$ cat src/rtl/shdn_pkg.sv
package shdn_pkg;

    typedef enum logic [0:0] {
        ST_RUN = 1'b0,
        ST_OFF = 1'b1
    } shdn_state_t;

    localparam logic [7:0] CMD_KEY   = 8'hA5;
    localparam int         DBC_CNT_W = 16;

    localparam logic [3:0] W_CTRL = 4'd0;
    localparam logic [3:0] W_MODE = 4'd1;
    localparam logic [3:0] W_STAT = 4'd2;
    localparam logic [3:0] W_WAKE = 4'd3;

    function automatic logic [DBC_CNT_W-1:0] dbc_len(input logic [2:0] code);
        logic [DBC_CNT_W-1:0] len;
        unique case (code)
            3'd0:    len = '0;
            3'd1:    len = DBC_CNT_W'(3);
            3'd2:    len = DBC_CNT_W'(32);
            3'd3:    len = DBC_CNT_W'(512);
            3'd4:    len = DBC_CNT_W'(4096);
            default: len = DBC_CNT_W'(32768);
        endcase
        return len;
    endfunction

endpackage

$ cat src/rtl/shdn_regs.sv
module shdn_regs
    import shdn_pkg::*;
#(
    parameter int NUM_WAKE = 16,
    parameter int AW       = 4,
    parameter int DW       = 32
) (
    input  logic                clk,
    input  logic                rst_n,
    input  logic                we,
    input  logic                re,
    input  logic [AW-1:0]       addr,
    input  logic [DW-1:0]       wdata,
    output logic [DW-1:0]       rdata,
    input  logic                wake_evt,
    input  logic [NUM_WAKE-1:0] pin_hit,
    input  logic                rtc_hit,
    output logic                cmd_ok,
    output logic [2:0]          dbc_code,
    output logic                rtc_en,
    output logic [NUM_WAKE-1:0] pin_en,
    output logic [NUM_WAKE-1:0] pin_pol,
    output logic [DW-1:0]       status
);

    localparam int POL_LSB  = 16;
    localparam int DBC_LSB  = 24;
    localparam int RTCE_BIT = 17;
    localparam int RTCS_BIT = 5;

    logic hit_ctrl, hit_mode, hit_stat, hit_wake;

    always_comb begin
        hit_ctrl = (addr == AW'(W_CTRL));
        hit_mode = (addr == AW'(W_MODE));
        hit_stat = (addr == AW'(W_STAT));
        hit_wake = (addr == AW'(W_WAKE));
    end

    assign cmd_ok = we && hit_ctrl && wdata[0] && (wdata[DW-1 -: 8] == CMD_KEY);

    always_ff @(posedge clk or negedge rst_n) begin
        if (!rst_n) begin
            dbc_code <= '0;
            rtc_en   <= 1'b0;
        end else if (we && hit_mode) begin
            dbc_code <= wdata[DBC_LSB +: 3];
            rtc_en   <= wdata[RTCE_BIT];
        end
    end

    always_ff @(posedge clk or negedge rst_n) begin
        if (!rst_n) begin
            pin_en  <= '0;
            pin_pol <= '0;
        end else if (we && hit_wake) begin
            pin_en  <= wdata[NUM_WAKE-1:0];
            pin_pol <= wdata[POL_LSB +: NUM_WAKE];
        end
    end

    // the waking edge wins over a simultaneous clearing read
    always_ff @(posedge clk or negedge rst_n) begin
        if (!rst_n) begin
            status <= '0;
        end else if (wake_evt) begin
            status                         <= '0;
            status[POL_LSB +: NUM_WAKE]    <= pin_hit;
            status[RTCS_BIT]               <= rtc_hit;
        end else if (re && hit_stat) begin
            status <= '0;
        end
    end

    always_comb begin
        rdata = '0;
        if (hit_mode) begin
            rdata[DBC_LSB +: 3] = dbc_code;
            rdata[RTCE_BIT]     = rtc_en;
        end else if (hit_stat) begin
            rdata = status;
        end else if (hit_wake) begin
            rdata[NUM_WAKE-1:0]         = pin_en;
            rdata[POL_LSB +: NUM_WAKE]  = pin_pol;
        end
    end

endmodule

$ cat src/rtl/shdn_debounce.sv
module shdn_debounce
    import shdn_pkg::*;
#(
    parameter int NUM_WAKE = 16
) (
    input  logic                clk,
    input  logic                rst_n,
    input  logic                arm,
    input  logic [2:0]          code,
    input  logic [NUM_WAKE-1:0] pins,
    input  logic [NUM_WAKE-1:0] en,
    input  logic [NUM_WAKE-1:0] pol,
    output logic [NUM_WAKE-1:0] qual
);

    logic [DBC_CNT_W-1:0] len;
    logic [DBC_CNT_W-1:0] target;

    always_comb begin
        len    = dbc_len(code);
        target = (len == '0) ? '0 : len - 1'b1;
    end

    for (genvar i = 0; i < NUM_WAKE; i++) begin : g_pin
        logic                 active;
        logic [DBC_CNT_W-1:0] cnt;

        assign active = en[i] && (pins[i] == pol[i]);

        always_ff @(posedge clk or negedge rst_n) begin
            if (!rst_n) begin
                cnt <= '0;
            end else if (!arm || !active) begin
                cnt <= '0;
            end else if (cnt != target) begin
                cnt <= cnt + 1'b1;
            end
        end

        assign qual[i] = arm && active && (cnt == target);
    end

endmodule

$ cat src/rtl/shdn_fsm.sv
module shdn_fsm
    import shdn_pkg::*;
(
    input  logic        clk,
    input  logic        rst_n,
    input  logic        cmd_ok,
    input  logic        wake_any,
    output shdn_state_t state,
    output logic        pwr_en_n,
    output logic        arm,
    output logic        wake_evt
);

    shdn_state_t state_d;

    always_comb begin
        state_d = state;
        unique case (state)
            ST_RUN: if (cmd_ok)   state_d = ST_OFF;
            ST_OFF: if (wake_any) state_d = ST_RUN;
        endcase
    end

    always_ff @(posedge clk or negedge rst_n) begin
        if (!rst_n) state <= ST_RUN;
        else        state <= state_d;
    end

    always_comb begin
        pwr_en_n = 1'b1;
        arm      = 1'b0;
        wake_evt = 1'b0;
        unique case (state)
            ST_RUN: pwr_en_n = 1'b1;
            ST_OFF: begin
                pwr_en_n = 1'b0;
                arm      = 1'b1;
                wake_evt = wake_any;
            end
        endcase
    end

endmodule

$ cat src/rtl/shdn_wake_ctrl.sv
module shdn_wake_ctrl
    import shdn_pkg::*;
#(
    parameter int NUM_WAKE = 16,
    parameter int AW       = 4,
    parameter int DW       = 32
) (
    input  logic                clk,
    input  logic                rst_n,
    input  logic                bus_we,
    input  logic                bus_re,
    input  logic [AW-1:0]       bus_addr,
    input  logic [DW-1:0]       bus_wdata,
    output logic [DW-1:0]       bus_rdata,
    input  logic [NUM_WAKE-1:0] wake_pins,
    input  logic                rtc_alarm,
    output logic                pwr_en_n
);

    shdn_state_t         state;
    logic                cmd_ok, arm, wake_evt, wake_any;
    logic [2:0]          dbc_code;
    logic                rtc_en, rtc_hit;
    logic [NUM_WAKE-1:0] pin_en, pin_pol, pin_qual;
    logic [DW-1:0]       status_q;

    assign rtc_hit  = rtc_en && rtc_alarm;
    assign wake_any = (|pin_qual) || rtc_hit;

    shdn_regs #(.NUM_WAKE(NUM_WAKE), .AW(AW), .DW(DW)) u_regs (
        .clk      (clk),
        .rst_n    (rst_n),
        .we       (bus_we),
        .re       (bus_re),
        .addr     (bus_addr),
        .wdata    (bus_wdata),
        .rdata    (bus_rdata),
        .wake_evt (wake_evt),
        .pin_hit  (pin_qual),
        .rtc_hit  (rtc_hit),
        .cmd_ok   (cmd_ok),
        .dbc_code (dbc_code),
        .rtc_en   (rtc_en),
        .pin_en   (pin_en),
        .pin_pol  (pin_pol),
        .status   (status_q)
    );

    shdn_debounce #(.NUM_WAKE(NUM_WAKE)) u_dbc (
        .clk   (clk),
        .rst_n (rst_n),
        .arm   (arm),
        .code  (dbc_code),
        .pins  (wake_pins),
        .en    (pin_en),
        .pol   (pin_pol),
        .qual  (pin_qual)
    );

    shdn_fsm u_fsm (
        .clk      (clk),
        .rst_n    (rst_n),
        .cmd_ok   (cmd_ok),
        .wake_any (wake_any),
        .state    (state),
        .pwr_en_n (pwr_en_n),
        .arm      (arm),
        .wake_evt (wake_evt)
    );

endmodule

$ cat config.mk
export PLATFORM = sky130hd
export DESIGN_NAME = shdn_wake_ctrl
export DESIGN_NICKNAME = d
export VERILOG_FILES = /design/src/rtl/shdn_pkg.sv /design/src/rtl/shdn_regs.sv /design/src/rtl/shdn_debounce.sv /design/src/rtl/shdn_fsm.sv /design/src/rtl/shdn_wake_ctrl.sv
export SDC_FILE = /design/constraint.sdc
export NUM_CORES = 1
export LEC_CHECK = 0
export ABC_AREA = 1
export BUFFER_PORTS_ARGS = -buffer_cell sky130_fd_sc_hd__buf_4
export CAP_MARGIN = 20
export CORE_UTILIZATION = 35
export CTS_CLUSTER_DIAMETER = 200
export DETAILED_ROUTE_END_ITERATION = 7
export GPL_TIMING_DRIVEN = 0
export PLACE_DENSITY_LB_ADDON = 0.25
export SYNTH_ARGS = -nofsm -noshare
export SYNTH_HDL_FRONTEND = slang
export SYNTH_SLANG_ARGS = --single-unit
$ cat constraint.sdc
create_clock -name clk -period 5.3 [get_ports clk]
set_clock_uncertainty 0.2 [all_clocks]
set_input_delay 0.53 -clock clk [delete_from_list [all_inputs] [get_ports clk]]
set_output_delay 0.53 -clock clk [all_outputs]
set_load 0.005 [all_outputs]
==> results.json, run 1 <==
{
  "cts-buffers-inserted": 41,
  "flow.area_growth_from_synthesis_pct": 16.34,
  "yosys-mux-area-fraction_pct": 0,
  "part_of_the_power_in_registers_pct": 34.6,
  "fillCellCount": 5840,
  "timing.critical_path.from_type": "flip-flop",
  "ys_async_sr_fraction_pct": 100.0,
  "fin_util_pct": 41.55,
  "detail_route.wl_per_cell_um": 18.45,
  "critical-path-max-stage-delay_ps": 960,
  "antenna_cells": 0,
  "mappedNetlistNets": 2919,
  "number_of_distinct_library_cells_after_synthesis": 58,
  "avgViaCountPerCell": 5.320,
  "clkSinkCount": 310,
  "dp_hpwl_um": 50190,
  "synth_top_family_by_area": "simple AND/OR/NAND/NOR gates",
  "sw_frac_of_total_pct": 35.14,
  "route.antenna.remaining_nets": 0,
  "gpl.final_weighted_congestion": 0.9273,
  "time_the_final_worst_path_needs_with_i_o_delays_and_setup_ps": 4694,
  "fraction_of_power_consumed_by_the_clock_network_pct": 39.4,
  "synth-compound-area-share_pct": 12.26,
  "htree_num_levels": 2,
  "final_net_count": 3073,
  "grt_first_pass_wirelength_um": 107900,
  "fin_crit_sh_pct": 88.56,
  "int_pwr_w": 0.004604,
  "power.combinational.fraction_pct": 26.0,
  "synth_flop_cell": "sky130_fd_sc_hd__dfrtp_1",
  "run_status": "complete, no violations",
  "postCtsSetupRepairBufs": 0,
  "cts_max_path_bufs": 3,
  "drv.max_cap_violation_count": 0,
  "overall_die_area_um2": 57720,
  "detail_route.first_pass.iterations": 5,
  "core_box_area_um2": 55630,
  "postRouteWirelength_um": 69690,
  "clock_tree_from_tritoncts": "yes",
  "timing_worst_slew_pin_value_ps": 1280,
  "synth_edf_count": 0,
  "timing.critical_path.cells": "buf_6 > inv_6 > buf_6 > buf_2 > nand3_1 > ha_1 > buf_2 > buf_1 > nand3_1 > nand4_1 > nor2_1 > nand3_2 > nand3_2 > nor2_2 > nand2_1 > o21ai_4 > buf_6 > nand3_1 > nand2_1",
  "power.net_switching_w": 0.002495,
  "die_y_um": 240.2,
  "synth.cell_area_um2": 19870,
  "final_max_slew_viol_count": 0,
  "slew_headroom_pct": 14.65,
  "area.sequential_um2": 7757,
  "final-setup-viol-count": 0,
  "synth.avg_cell_area_um2": 6.985,
  "synthDominantAreaCellType": "sky130_fd_sc_hd__dfrtp_1",
  "post-synth-top-count-cell": "sky130_fd_sc_hd__nand2_1",
  "hold_path_class": "in -> reg",
  "static_leakage_nw": 10.36,
  "synth-simple-area-share_pct": 34.41,
  "fmaxAchievable_mhz": 213.1,
  "grt_usage_pct": 24.35,
  "hold_viol_final": 0,
  "timing.setup.critical_path_class": "reg -> reg",
  "multi_input_comb_area_um2": 10070,
  "grt_start_max_net_pins": 95,
  "core.rowCount": 86,
  "critical_path.max_fanout": 10,
  "netlist_top_cells_count": "sky130_fd_sc_hd__nand2_1, sky130_fd_sc_hd__inv_1, sky130_fd_sc_hd__nor2_1",
  "irDropWorstVdd_uv": 305.8,
  "remaining_global_route_overflow": 0,
  "boundaryPins": 90,
  "area_contributors_post_synth": "sky130_fd_sc_hd__dfrtp_1, sky130_fd_sc_hd__nand2_1, sky130_fd_sc_hd__inv_1, sky130_fd_sc_hd__nor2_1, sky130_fd_sc_hd__nand3_1",
  "first_iter_violations": 1768,
  "synth.top_cell.area_share_pct": 39.05,
  "cpLargestDelayFamily": "buffers and inverters",
  "floorplan.die.width_um": 240.2,
  "netlist_instances": 2844,
  "powerDensity_nw_per_um2": 307.1,
  "rsz0062_at_grt": "no",
  "drive_gt1_share_pct": 8.779,
  "crit_arrival_ps": 5000,
  "grt_antenna_before_repair": 0,
  "clk_pin_slew_ps": 60,
  "worst_skew_pair.late_latency_ps": 580,
  "synth-adder-area-share_pct": 1.134,
  "yosys.area_share.xor_xnor_pct": 2.815,
  "remaining_drc_errors": 0,
  "crit_path_slowest_cell": "sky130_fd_sc_hd__buf_1",
  "postSynthRegisterBits": 310,
  "root_buffer": "sky130_fd_sc_hd__clkbuf_16",
  "cp.buffers_inverters": 7,
  "cp_data_required_time_ps": 5610,
  "endpoint_kind": "flip-flop",
  "final.setup.tns_ps": 0,
  "first_global_vias": 19041,
  "synth-seq-area-share_pct": 39.05,
  "route.vias.total": 20100,
  "initial_utilization_pct": 35.71,
  "placement.io_buffers": 89,
  "synthesis.yosys.warnings": 0
}
## sequential cells by signal, indices dropped and copies added (netlist names)
name,cells
u_regs.pin_en,16
u_dbc.g_pin.cnt,256
u_fsm.state,1
u_regs.dbc_code,3
u_regs.rtc_en,1
u_regs.status,17
u_regs.pin_pol,16
## layer usage
layer / up-vias / routed length, um / part of all wire (%) / global-route usage (%)
li1: 9664 / - / - / -
met1: 9601 / 31330 / 45 / 33.32
met2: 678 / 30980 / 44 / 38.24
met3: 157 / 4487 / 6.4 / 3.708
met4: 0 / 2893 / 4.2 / 10.09
met5: - / 0 / 0 / 0
## final timing paths
kind / end / startpoint / slack (ps) / cells after the start
worst min register to register: u_regs.status[27] / u_regs.status[27] / 300 / 2
max in group asynchronous: u_dbc.g_pin[6].cnt[4] / rst_n / 3400 / 4
worst max register to register: u_regs.status[22] / u_regs.dbc_code[2] / 610 / 19
min in group asynchronous: u_dbc.g_pin[0].cnt[0] / rst_n / 250 / 2
worst max-delay path: u_regs.status[22] / u_regs.dbc_code[2] / 610 / 19
worst min-delay path: u_regs.pin_en[14] / bus_wdata[14] / 20 / 3
## tightest hold or removal path, stage by stage
cell	delay [ps]
sky130_fd_sc_hd__buf_4	80
sky130_fd_sc_hd__nor2_1	30
sky130_fd_sc_hd__a21oi_1	100
## cell families after synthesis
kind of cell,Yosys count
AND/OR/NAND/NOR,1521
buffers and inverters,491
AO/OA/AOI/OAI,441
flip-flops,310
XOR/XNOR,63
adder cells (fa/ha/maj),18
## layout make-up
type                       count  share of cell area (%)
buffer                        68                   1.981
clock buffer                  59                   5.127
clock inverter                16                  0.6550
inverter                     423                   6.892
multi-input combinational   2043                   43.56
sequential                   310                   33.56
tap                          748                   4.049
timing repair buffer         111                   4.168
## through the flow
step	power (W)	hold slack, ps	instances	cell area (um2)	setup slack (ps)
2_1_floorplan	0.003547	34.41	2844	19870	2147
3_3_place_gp	0.004263	278.0	3681	21470	395.0
3_5_place_dp	0.004300	250.5	3687	21620	781.8
4_1_cts	0.007126	0.08782	3777	23110	774.4
5_1_grt	0.007376	23.41	3778	23110	614.3
6_report	0.007099	16.39	3778	23110	606.4
## placed cells by master (no fill, tap or decap), drive strengths merged, types with 2 or more instances in the layout
| cell type | count |
|---|---|
| or2 | 7 |
| a31oi | 19 |
| a22oi | 5 |
| bufinv | 2 |
| and3 | 5 |
| nor3b | 8 |
| dlygate4sd3 | 15 |
| nor4b | 4 |
| o221a | 2 |
| nand4 | 70 |
| a221oi | 2 |
| ha | 18 |
| clkinv | 15 |
| o21ai | 204 |
| nand3 | 263 |
| a31o | 2 |
| o22ai | 6 |
| a21oi | 150 |
| o211ai | 3 |
| xor2 | 55 |
| dfrtp | 310 |
| nand3b | 5 |
| inv | 418 |
| o31ai | 6 |
| o21a | 8 |
| a2bb2oi | 2 |
| nor4 | 39 |
| clkbuf | 85 |
| o221ai | 3 |
| a211oi | 23 |
| clkinvlp | 4 |
| buf | 138 |
| o211a | 4 |
| nor2 | 362 |
| xnor2 | 8 |
| nor3 | 123 |
| nand2 | 633 |
## power by group through the flow
stage / registers [W] / logic [W] / clock network (W)
final: 0.00246 / 0.00185 / 0.00280
after floorplan: 0.00249 / 0.00106 / 0
after detailed placement: 0.00250 / 0.00180 / 0
after CTS: 0.00245 / 0.00182 / 0.00285
after global routing: 0.00246 / 0.00198 / 0.00293
after global placement: 0.00250 / 0.00177 / 0
## repair_timing
item | 4_1_cts | 5_1_grt
endpoints found under the hold margin | 53 | 0
gates resized for setup | 0 | 0
hold buffers | 15 | 0
Power figures use the tool's default switching activity.
==> run 2: changes to the inputs <==
CORE_UTILIZATION = 65   (was 35)
==> results.json, run 2 (synthesis results as in run 1) <==
{
  "run_status": "complete, no violations",
  "cp.buffers_inverters": 7,
  "timing.setup.critical_path_class": "reg -> reg",
  "postRouteWirelength_um": 65420,
  "final_cell_mix": "sky130_fd_sc_hd__nand2_1, sky130_fd_sc_hd__inv_1, sky130_fd_sc_hd__nor2_1",
  "groute.layer.met1.usage_pct": 53.67,
  "drv.max_cap_violation_count": 0,
  "grt_use_met3_pct": 9.192,
  "irDropWorstVdd_uv": 267.7,
  "timing.critical_path.cells": "buf_6 > inv_6 > buf_6 > buf_2 > nand3_1 > ha_1 > inv_1 > buf_1 > nand3_1 > nand2_1 > nor2_1 > nand3_1 > nor2_2 > nand2_1 > nand2_1 > nor2_1 > nand2_1 > o21ai_4 > buf_6 > nand3_1 > nand2_1",
  "finalNonFillerCells": 3396,
  "gpl.final_weighted_congestion": 1.042,
  "timing_worst_slew_pin_value_ps": 1158,
  "route.vias.total": 20813,
  "dp.cells": 3328,
  "grt_usage_pct": 42.18,
  "gr_met2_demand_resource_pct": 65.85,
  "fin_util_pct": 75.01,
  "core.rowCount": 63,
  "fillCellCount": 2362,
  "hold_path_class": "in -> reg",
  "worst_hold_slack_ps": 28.71,
  "avgViaCountPerCell": 6.129,
  "clock_tree_from_tritoncts": "yes",
  "final_max_slew_viol_count": 0,
  "cp_data_required_time_ps": 5580,
  "critical_path.max_fanout": 10,
  "slew_headroom_pct": 22.80,
  "fin_crit_sh_pct": 94.61,
  "die_y_um": 176.8,
  "cts_max_path_bufs": 3,
  "detail_route.wl_per_cell_um": 19.26,
  "remaining_drc_errors": 0,
  "boundaryPins": 90,
  "multi_input_comb_area_um2": 10060,
  "first_iter_violations": 2334,
  "grt_first_pass_wirelength_um": 101500,
  "endpoint_kind": "flip-flop",
  "fmaxAchievable_mhz": 199.4,
  "top_reg_by_flops": "u_dbc.g_pin.cnt",
  "floorplan.die.width_um": 176.8,
  "static_leakage_nw": 10.26,
  "number_of_flip_flops_under_the_largest_register_name": 256,
  "final.setup.tns_ps": 0,
  "rsz0062_at_grt": "no",
  "route.antenna.remaining_nets": 0,
  "worst_skew_pair.late_latency_ps": 560,
  "final_net_count": 3053,
  "final_common_cell": "sky130_fd_sc_hd__nand2_1",
  "postCtsSetupRepairBufs": 0,
  "cpLargestDelayFamily": "buffers and inverters",
  "clk_pin_slew_ps": 60,
  "setup_slack_at_placement_ps": 641.6,
  "flow.area_growth_from_synthesis_pct": 12.80,
  "first_global_vias": 19429,
  "layout_setup_ws_ps": 285.6,
  "drive_gt1_share_pct": 8.519,
  "grt_antenna_before_repair": 2,
  "dp_hpwl_um": 46170,
  "htree_num_levels": 2,
  "biggestRegsByFlops": "u_dbc.g_pin.cnt: 256 flops, u_regs.status: 17 flops",
  "global_route_layer_with_the_greatest_usage": "met2",
  "crit_path_slowest_cell": "sky130_fd_sc_hd__buf_1",
  "powerDensity_nw_per_um2": 310.8,
  "crit_top_cell": "sky130_fd_sc_hd__nand2_1",
  "critical-path-max-stage-delay_ps": 870,
  "initial_utilization_pct": 66.49,
  "grt_start_max_net_pins": 121,
  "detail_route.first_pass.iterations": 6,
  "core_box_area_um2": 29870,
  "area.sequential_um2": 7757,
  "final-setup-viol-count": 0,
  "hold_viol_final": 0,
  "clkSinkCount": 310,
  "remaining_global_route_overflow": 0,
  "overall_die_area_um2": 31270,
  "root_buffer": "sky130_fd_sc_hd__clkbuf_16",
  "placement.io_buffers": 89,
  "crit_arrival_ps": 5290,
  "cts-buffers-inserted": 36,
  "timing.critical_path.from_type": "flip-flop",
  "time_the_final_worst_path_needs_with_i_o_delays_and_setup_ps": 5014
}
==> run 2: cell types whose count changed in the layout (fill, tap and decap cells not counted), sizes merged <==
| cell | delta |
|---|---|
| inv | +2 |
| clkinvlp | -4 |
| buf | -1 |
| diode | +1 |
| clkbuf | -2 |
| dlygate4sd3 | -14 |
| bufinv | +2 |
| clkinv | -8 |
==> run 2: layer usage <==
metal / vias up / wire length [um]
met1: 9662 / 24650
li1: 9634 / -
met2: 1253 / 29120
met4: 0 / 4364
met3: 264 / 7286
met5: - / 0
==> run 2: worst paths after layout <==
path                                           to  slack [ps]                from  cells past startpoint
min reg2reg                     u_regs.status[22]         300   u_regs.status[22]                      2
min in group asynchronous   u_dbc.g_pin[0].cnt[0]         390               rst_n                      2
max                             u_regs.status[30]         290  u_regs.dbc_code[2]                     21
max in group asynchronous  u_dbc.g_pin[11].cnt[9]        3460               rst_n                      3
max reg2reg                     u_regs.status[30]         290  u_regs.dbc_code[2]                     21
min                             u_regs.pin_en[10]          30       bus_wdata[10]                      3
==> run 2: area by class of cell <==
class	count	area share, %
inverter	423	7.108
tap	390	2.178
antenna	1	0.01117
buffer	68	2.044
multi-input combinational	2043	44.88
sequential	310	34.62
clock inverter	8	0.6589
clock buffer	57	5.048
timing repair buffer	96	3.451
==> run 2: through the flow <==
step           total power [W]  cell area, um2
2_1_floorplan         0.003547           19870
3_3_place_gp          0.004174           21020
3_5_place_dp          0.004216           21110
4_1_cts               0.006875           22400
5_1_grt               0.007149           22410
6_report              0.006964           22410
==> run 2: where the power goes <==
part	total, W	internal, W	switching (W)
sequential	0.00246	0.00242	0.0000358
combinational	0.00180	0.000506	0.00129
clock	0.00271	0.00166	0.00105
==> run 2: repair_timing <==
action / 4_1_cts / 5_1_grt
resized for setup: 0 / 0
endpoints found under the hold margin: 91 / 0
setup endpoints to repair: 0 / 0
hold buffers: 1 / 0
==> run 2: worst min-delay path: cells and delay by family <==
| family | cells | cell delay [ps] |
|---|---|---|
| AO/OA/AOI/OAI | 1 | 90 |
| AND/OR/NAND/NOR | 1 | 30 |
| buffers and inverters | 1 | 80 |
